File: src/rtl/eth_tx_pkg.sv
package eth_tx_pkg;

   localparam logic [7:0]  PRE_BYTE  = 8'h55;
   localparam logic [7:0]  SFD_BYTE  = 8'hD5;
   localparam logic [31:0] CRC_SEED  = 32'hFFFF_FFFF;
   localparam logic [31:0] CRC_RPOLY = 32'hEDB8_8320;

   typedef enum logic [2:0] {
      ST_IDLE,
      ST_PRE,
      ST_BODY,
      ST_PAD,
      ST_FCS,
      ST_TAIL,
      ST_DRAIN
   } tx_state_e;

   typedef struct packed {
      logic no_pre;
      logic no_fcs;
      logic pad;
   } tx_opts_t;

   // one byte of reflected CRC-32, LSB of the byte first
   function automatic logic [31:0] crc32_step(input logic [31:0] c, input logic [7:0] d);
      logic [31:0] r;
      r = c ^ {24'd0, d};
      for (int b = 0; b < 8; b++) begin
         r = r[0] ? ((r >> 1) ^ CRC_RPOLY) : (r >> 1);
      end
      return r;
   endfunction

endpackage

File: src/rtl/eth_tx_crc.sv
module eth_tx_crc
   import eth_tx_pkg::*;
#(
   parameter int CRC_W = 32
) (
   input  logic             clk,
   input  logic             rst_n,
   input  logic             init_i,
   input  logic             upd_i,
   input  logic [7:0]       data_i,
   output logic [CRC_W-1:0] fcs_o
);
   logic [CRC_W-1:0] crc_q;

   generate
      if (CRC_W != 32) begin : g_bad_width
         $error("eth_tx_crc supports only a 32-bit check sequence");
      end
   endgenerate

   always_ff @(posedge clk) begin
      if (!rst_n || init_i) begin
         crc_q <= CRC_SEED;
      end else if (upd_i) begin
         crc_q <= crc32_step(crc_q, data_i);
      end
   end

   assign fcs_o = ~crc_q;

endmodule

File: src/rtl/eth_tx_outreg.sv
module eth_tx_outreg #(
   parameter int DW = 8
) (
   input  logic          clk,
   input  logic          rst_n,
   input  logic          load_i,
   input  logic [DW-1:0] data_i,
   input  logic          last_i,
   input  logic          ready_i,
   output logic          adv_o,
   output logic          valid_o,
   output logic [DW-1:0] data_o,
   output logic          last_o
);
   assign adv_o = !valid_o || ready_i;

   always_ff @(posedge clk) begin
      if (!rst_n) begin
         valid_o <= 1'b0;
         data_o  <= '0;
         last_o  <= 1'b0;
      end else if (adv_o) begin
         valid_o <= load_i;
         if (load_i) begin
            data_o <= data_i;
            last_o <= last_i;
         end else begin
            last_o <= 1'b0;
         end
      end
   end

endmodule

File: src/rtl/eth_tx_ctrl.sv
module eth_tx_ctrl
   import eth_tx_pkg::*;
#(
   parameter int PRE_LEN  = 8,
   parameter int HDR_LEN  = 14,
   parameter int MIN_DATA = 46,
   parameter int MAX_BODY = 1514,
   parameter int FCS_LEN  = 4
) (
   input  logic        clk,
   input  logic        rst_n,
   input  logic        start_i,
   input  tx_opts_t    opts_i,
   input  logic [7:0]  in_data_i,
   input  logic        in_valid_i,
   input  logic        in_last_i,
   output logic        in_ready_o,
   input  logic        adv_i,
   input  logic [31:0] fcs_i,
   output logic        load_o,
   output logic [7:0]  ld_data_o,
   output logic        ld_last_o,
   output logic        crc_init_o,
   output logic        crc_upd_o,
   output logic        busy_o,
   output logic        oversize_o
);
   localparam int MIN_BODY = HDR_LEN + MIN_DATA;
   localparam int CW       = $clog2(MAX_BODY + 1);
   localparam int IW       = $clog2(PRE_LEN + FCS_LEN);

   generate
      if (PRE_LEN < 2) begin : g_bad_pre
         $error("PRE_LEN must cover at least one preamble byte and the delimiter");
      end
      if (MIN_BODY > MAX_BODY) begin : g_bad_min
         $error("minimum body exceeds maximum body");
      end
      if (FCS_LEN != 4) begin : g_bad_fcs
         $error("check sequence must be 4 bytes");
      end
   endgenerate

   tx_state_e       state_q, state_d;
   tx_opts_t        opts_q;
   logic [CW-1:0]   bcnt_q, bcnt_nx;
   logic [IW-1:0]   icnt_q;
   logic            ovs_q, drain_q;
   logic            in_hs, body_full, need_pad, trunc;
   logic [31:0]     fcs_sh;

   assign in_ready_o = ((state_q == ST_BODY) && adv_i) || (state_q == ST_DRAIN);
   assign in_hs      = in_valid_i && in_ready_o;
   assign bcnt_nx    = bcnt_q + 1'b1;
   assign body_full  = (bcnt_q == CW'(MAX_BODY - 1));
   assign need_pad   = opts_q.pad && (bcnt_nx < CW'(MIN_BODY));
   assign trunc      = (state_q == ST_BODY) && in_hs && body_full && !in_last_i;
   assign fcs_sh     = fcs_i >> {icnt_q, 3'b000};
   assign busy_o     = (state_q != ST_IDLE);
   assign oversize_o = ovs_q;

   always_comb begin
      state_d    = state_q;
      load_o     = 1'b0;
      ld_data_o  = 8'h00;
      ld_last_o  = 1'b0;
      crc_init_o = 1'b0;
      crc_upd_o  = 1'b0;
      unique case (state_q)
         ST_IDLE: begin
            if (start_i) begin
               crc_init_o = 1'b1;
               state_d    = opts_i.no_pre ? ST_BODY : ST_PRE;
            end
         end
         ST_PRE: begin
            if (adv_i) begin
               load_o    = 1'b1;
               ld_data_o = (icnt_q == IW'(PRE_LEN - 1)) ? SFD_BYTE : PRE_BYTE;
               if (icnt_q == IW'(PRE_LEN - 1)) state_d = ST_BODY;
            end
         end
         ST_BODY: begin
            if (in_hs) begin
               load_o    = 1'b1;
               ld_data_o = in_data_i;
               crc_upd_o = 1'b1;
               if (in_last_i || body_full) begin
                  if (need_pad) begin
                     state_d = ST_PAD;
                  end else if (!opts_q.no_fcs) begin
                     state_d = ST_FCS;
                  end else begin
                     ld_last_o = 1'b1;
                     state_d   = ST_TAIL;
                  end
               end
            end
         end
         ST_PAD: begin
            if (adv_i) begin
               load_o    = 1'b1;
               crc_upd_o = 1'b1;
               if (bcnt_nx == CW'(MIN_BODY)) begin
                  if (opts_q.no_fcs) begin
                     ld_last_o = 1'b1;
                     state_d   = ST_TAIL;
                  end else begin
                     state_d   = ST_FCS;
                  end
               end
            end
         end
         ST_FCS: begin
            if (adv_i) begin
               load_o    = 1'b1;
               ld_data_o = fcs_sh[7:0];
               if (icnt_q == IW'(FCS_LEN - 1)) begin
                  ld_last_o = 1'b1;
                  state_d   = ST_TAIL;
               end
            end
         end
         ST_TAIL: begin
            if (adv_i) state_d = drain_q ? ST_DRAIN : ST_IDLE;
         end
         ST_DRAIN: begin
            if (in_hs && in_last_i) state_d = ST_IDLE;
         end
         default: state_d = ST_IDLE;
      endcase
   end

   always_ff @(posedge clk) begin
      if (!rst_n) begin
         state_q <= ST_IDLE;
         opts_q  <= '0;
         bcnt_q  <= '0;
         icnt_q  <= '0;
         ovs_q   <= 1'b0;
         drain_q <= 1'b0;
      end else begin
         state_q <= state_d;
         if (state_q == ST_IDLE && start_i) begin
            opts_q  <= opts_i;
            bcnt_q  <= '0;
            ovs_q   <= 1'b0;
            drain_q <= 1'b0;
         end
         if (load_o && (state_q == ST_BODY || state_q == ST_PAD)) bcnt_q <= bcnt_nx;
         if (state_d != state_q) begin
            icnt_q <= '0;
         end else if (load_o && (state_q == ST_PRE || state_q == ST_FCS)) begin
            icnt_q <= icnt_q + 1'b1;
         end
         if (trunc) begin
            ovs_q   <= 1'b1;
            drain_q <= 1'b1;
         end
         if (state_q == ST_DRAIN && state_d == ST_IDLE) drain_q <= 1'b0;
      end
   end

endmodule

File: src/rtl/eth_tx_framer.sv
module eth_tx_framer
   import eth_tx_pkg::*;
#(
   parameter int PRE_LEN  = 8,
   parameter int HDR_LEN  = 14,
   parameter int MIN_DATA = 46,
   parameter int MAX_BODY = 1514,
   parameter int FCS_LEN  = 4
) (
   input  logic       clk,
   input  logic       rst_n,
   input  logic       start_i,
   input  logic       opt_no_pre_i,
   input  logic       opt_no_fcs_i,
   input  logic       opt_pad_i,
   input  logic [7:0] in_data_i,
   input  logic       in_valid_i,
   input  logic       in_last_i,
   output logic       in_ready_o,
   output logic [7:0] out_data_o,
   output logic       out_valid_o,
   output logic       out_last_o,
   input  logic       out_ready_i,
   output logic       busy_o,
   output logic       oversize_o
);
   tx_opts_t    opts;
   logic        adv, load, ld_last, crc_init, crc_upd;
   logic [7:0]  ld_data;
   logic [31:0] fcs;

   assign opts = '{no_pre: opt_no_pre_i, no_fcs: opt_no_fcs_i, pad: opt_pad_i};

   eth_tx_ctrl #(
      .PRE_LEN (PRE_LEN),
      .HDR_LEN (HDR_LEN),
      .MIN_DATA(MIN_DATA),
      .MAX_BODY(MAX_BODY),
      .FCS_LEN (FCS_LEN)
   ) u_ctrl (
      .clk       (clk),
      .rst_n     (rst_n),
      .start_i   (start_i),
      .opts_i    (opts),
      .in_data_i (in_data_i),
      .in_valid_i(in_valid_i),
      .in_last_i (in_last_i),
      .in_ready_o(in_ready_o),
      .adv_i     (adv),
      .fcs_i     (fcs),
      .load_o    (load),
      .ld_data_o (ld_data),
      .ld_last_o (ld_last),
      .crc_init_o(crc_init),
      .crc_upd_o (crc_upd),
      .busy_o    (busy_o),
      .oversize_o(oversize_o)
   );

   eth_tx_crc #(.CRC_W(32)) u_crc (
      .clk   (clk),
      .rst_n (rst_n),
      .init_i(crc_init),
      .upd_i (crc_upd),
      .data_i(ld_data),
      .fcs_o (fcs)
   );

   eth_tx_outreg #(.DW(8)) u_out (
      .clk    (clk),
      .rst_n  (rst_n),
      .load_i (load),
      .data_i (ld_data),
      .last_i (ld_last),
      .ready_i(out_ready_i),
      .adv_o  (adv),
      .valid_o(out_valid_o),
      .data_o (out_data_o),
      .last_o (out_last_o)
   );

endmodule

File: config.mk
export PLATFORM = sky130hd
export DESIGN_NAME = eth_tx_framer
export DESIGN_NICKNAME = d
export VERILOG_FILES = /design/src/rtl/eth_tx_pkg.sv /design/src/rtl/eth_tx_crc.sv /design/src/rtl/eth_tx_outreg.sv /design/src/rtl/eth_tx_ctrl.sv /design/src/rtl/eth_tx_framer.sv
export SDC_FILE = /design/constraint.sdc
export NUM_CORES = 1
export LEC_CHECK = 0
export BUFFER_PORTS_ARGS = -buffer_cell sky130_fd_sc_hd__buf_2
export CORE_MARGIN = 4
export CORE_UTILIZATION = 35
export CTS_CLUSTER_DIAMETER = 30
export DETAILED_ROUTE_END_ITERATION = 12
export PLACE_DENSITY = 0.55
export SLEW_MARGIN = 0
export SYNTH_ARGS = -nofsm -noshare
export SYNTH_HDL_FRONTEND = slang
export SYNTH_SLANG_ARGS = --single-unit
File: constraint.sdc
create_clock -name clk -period 3.1 [get_ports clk]
set_input_delay 0.465 -clock clk [delete_from_list [all_inputs] [get_ports clk]]
set_output_delay 0.465 -clock clk [all_outputs]
set_load 0.05 [all_outputs]
==> out/metrics.csv <==
stage;metric;value;unit
run_status;outcome;finished clean;
layout;final_nets;500;
placement;place_area;4436;µm²
power_and_ir_drop;power_frac_seq;32.3;%
grt;grt_max_degree;63;
timing;slew_headroom;57.83;%
yosys;avgSynthCellArea;9.180;µm²
worst_setup_path;crit_slowest_cell;mux4_2;
clocking;cts_buffer_depth;2;
hold_path;min_from;opt_no_fcs_i;
timing;hold_violations;0;
hold_path;worstHoldPathType;in2reg;
power_and_ir_drop;power.leakage;0.001907;µW
die;fp.dieH;116.0;µm
power_and_ir_drop;internal_power;1922;µW
clocking;clkLatencyLatePin;330;ps
layout;final_cell_mix;dfxtp_1 (63), nand2_1 (56), xnor2_1 (41);
placement;gp_congestion;0.8930;
yosys;syn-cell-area;4085;µm²
worst_setup_path;max_stage_delay;570;ps
worst_setup_path;crit_path_start;u_ctrl.icnt_q[0];
yosys;yosysSeqAreaShare;31.36;%
worst_setup_path;required;3360;ps
timing;skew;7.112;ps
placement;io_buffers;29;
grt;grt_pass1_vias;3191;
yosys;synthCells;445;
yosys;yosys_most_used_dff;dfxtp_1;
drt;ant_nets;0;
grt;track_usage;15.92;%
power_and_ir_drop;power.switching;862.6;µW
clocking;clk_pin_slew_worst_paths;60;ps
die;io_pins;30;
layout;layout.area.seq;1282;µm²
die;die_w;116.0;µm
placement;dpl.cell_count;608;
yosys;synthArstFlopShare;0;%
grt;overflow;0;
placement;hpwl;7505;µm
worst_setup_path;cp_cell_sequence;buf_4 -> mux4_2 -> nor4_4 -> a211oi_2 -> xnor2_4 -> xnor3_1 -> xor2_2 -> xnor3_1 -> o21ai_1;
drt;firstDrtPassIters;5;
die;core_area;11420;µm²
die;die-area;13460;µm²
yosys;synth-seq-cells;64;
worst_setup_path;crit_path_end_kind;flop;
worst_setup_path;critical_path_buf_inv_count;1;
drt;drcViolationCount;0;
grt;grt_pass1_wl;16760;µm
timing;worstMarginPinSlew;632.5;ps
power_and_ir_drop;pwr-share-comb;31.3;%
layout;finalNonFillerCells;628;
drt;num_vias;3398;
power_and_ir_drop;pwr_density_cell;578.7;nW/µm²
clocking;htree_levels;3;
layout;fin_area;4812;µm²
timing;rsz0062_at_grt;true;
worst_setup_path;worst_setup_path_start_kind;flop;
die;row_count;39;
layout;area_delta_synth_final;17.79;%
yosys;ys.warnings.count;0;
timing;period_share;92.85;%
timing;fmax;0.3474;GHz
clocking;cts_made_buffers;9;
worst_setup_path;worst-setup-path-type;reg2reg;
drt;routed_wl;10120;µm
drt;drt_iter0_markers;444;
yosys;syn-num-nets;465;
power_and_ir_drop;clock_power_share;36.4;%
drt;wl_per_cell;16.11;µm
worst_setup_path;critPathMaxFanout;7;
layout;drive_gt1_share;22.89;%
die;start_util;35.78;%
worst_setup_path;r2r-start;u_ctrl.icnt_q[0];
power_and_ir_drop;swShare;30.97;%
job;cap_viol_max_count;0;
layout;final_common_cell;dfxtp_1;
timing;setup_viol;0;
drt;viasPerCell;5.411;
layout;fillers;1107;
grt;antenna_found_initial;0;
power_and_ir_drop;ir_worst_vdd;353.1;µV
layout;multiInputGateArea;2676;µm²
timing;period_needed;2878;ps
clocking;tritoncts;built;
yosys;synth_cell_types;54;
worst_setup_path;worstPathArrival;3140;ps
yosys;synth_edf_count;0;
worst_setup_path;cp_top_family;XOR/XNOR gates;
timing;maxSlewViolCount;0;
layout;diodes;0;
clocking;clockRootBuffer;clkbuf_16;
clocking;cts.hold.buffers_added;0;
worst_setup_path;cpMostUsedCell;xnor3_1;
clocking;numClockSinks;64;
-- registers in the layout, indices dropped and copies added, names as in the netlist --
signal,flops
u_ctrl.drain_q,1
u_ctrl.opts_q,2
u_crc.crc_q,32
u_ctrl.icnt_q,4
u_ctrl.bcnt_q,11
u_ctrl.state_q,3
u_out.data_o,8
u_out.valid_o,1
u_ctrl.oversize_o,1
u_out.last_o,1
-- power by group through the flow --
stage          Clock [µW]  Sequential [µW]  Combinational [µW]
2_1_floorplan           0              937                 617
3_3_place_gp            0              916                 820
3_5_place_dp            0              915                 816
4_1_cts              1030              898                 824
5_1_grt              1070              903                 946
6_report             1010              898                 872
-- kinds of logic after synthesis --
logic type / synth area share (%)
adders and majority gates: 0.9189
buffers and inverters: 4.257
and+or+nand+nor: 18.62
DFF: 31.36
muxes: 5.421
AOI/OAI and AO/OA: 17.46
xor gates and xnor gates: 21.96
-- area by class of cell --
class / instances / area share (%)
multi-input combinational: 342 / 55.62
sequential: 64 / 26.65
timing repair buffer: 55 / 7.072
clock buffer: 14 / 6.110
tap: 143 / 3.718
inverter: 8 / 0.6240
clock inverter: 2 / 0.2080
-- Yosys cell counts, types with 4 or more instances --
master,n,share of area (%)
clkbuf_1,23,2.1
nor2_1,19,1.7
or3_1,5,0.77
xnor3_1,4,2.2
o21ai_0,18,2.2
nor2b_1,9,1.4
nand3_1,11,1.3
xnor2_1,41,8.8
nor4_2,4,1.2
a21boi_0,7,1.3
o21ai_1,5,0.61
xnor2_2,6,2.4
o211ai_1,27,5.0
nor3_1,12,1.5
nand4_1,4,0.61
a21oi_1,20,2.5
mux4_2,8,4.4
a31oi_1,8,1.2
xor2_1,18,3.9
nand2b_1,4,0.61
and2_1,6,0.92
xnor2_4,7,4.7
dfxtp_1,64,31
inv_1,7,0.64
nor4_1,4,0.61
a211oi_1,4,0.74
nand2_1,56,5.1
-- routing by layer --
layer  track usage (%)  up-vias  share of wire, %
li1                  -     1660                 -
met1             22.17     1612                49
met2             23.94      108                44
met3             2.820       18               4.6
met4             7.425        0               2.3
met5                 0        -                 0
-- final timing paths --
kind | end | cells after the start | slack [ps]
max | u_crc.crc_q[23] | 9 | 220
min | u_ctrl.opts_q[1] | 3 | 370
max reg2reg | u_crc.crc_q[23] | 9 | 220
min reg2reg | u_ctrl.oversize_o | 2 | 450
-- timing repair --
| action | CTS | global route |
|---|---|---|
| endpoints found under the setup margin | 2 | 7 |
| gates cloned | 0 | 0 |
| pin swaps | 0 | 2 |
| buffers inserted | 0 | 4 |
| gates resized for setup | 1 | 5 |
-- worst register-to-register path, delay by kind of cell (launching register included) --
| kind | cells | cell delay [ps] |
|---|---|---|
| XOR/XNOR | 4 | 1210 |
| buffers and inverters | 1 | 240 |
| flip-flops | 1 | 430 |
| multiplexers | 1 | 570 |
| AO/OA/AOI/OAI | 2 | 220 |
| AND/OR/NAND/NOR | 1 | 160 |
-- through the flow --
| stage | hold slack (ps) | worst slack, ps | util (%) | power (µW) | setup TNS, ps |
|---|---|---|---|---|---|
| after floorplan | 435.8 | 199.2 | - | 1555 | 0 |
| after global placement | 433.7 | 99.97 | 38.85 | 1736 | 0 |
| after detailed placement | 435.1 | -5.226 | 38.85 | 1731 | -5.226 |
| after CTS | 369.8 | 55.51 | 41.54 | 2756 | 0 |
| after global routing | 390.1 | -35.63 | 42.14 | 2916 | -69.44 |
| final | 367.5 | 221.5 | 42.14 | 2785 | 0 |
Power figures use the tool's default switching activity.
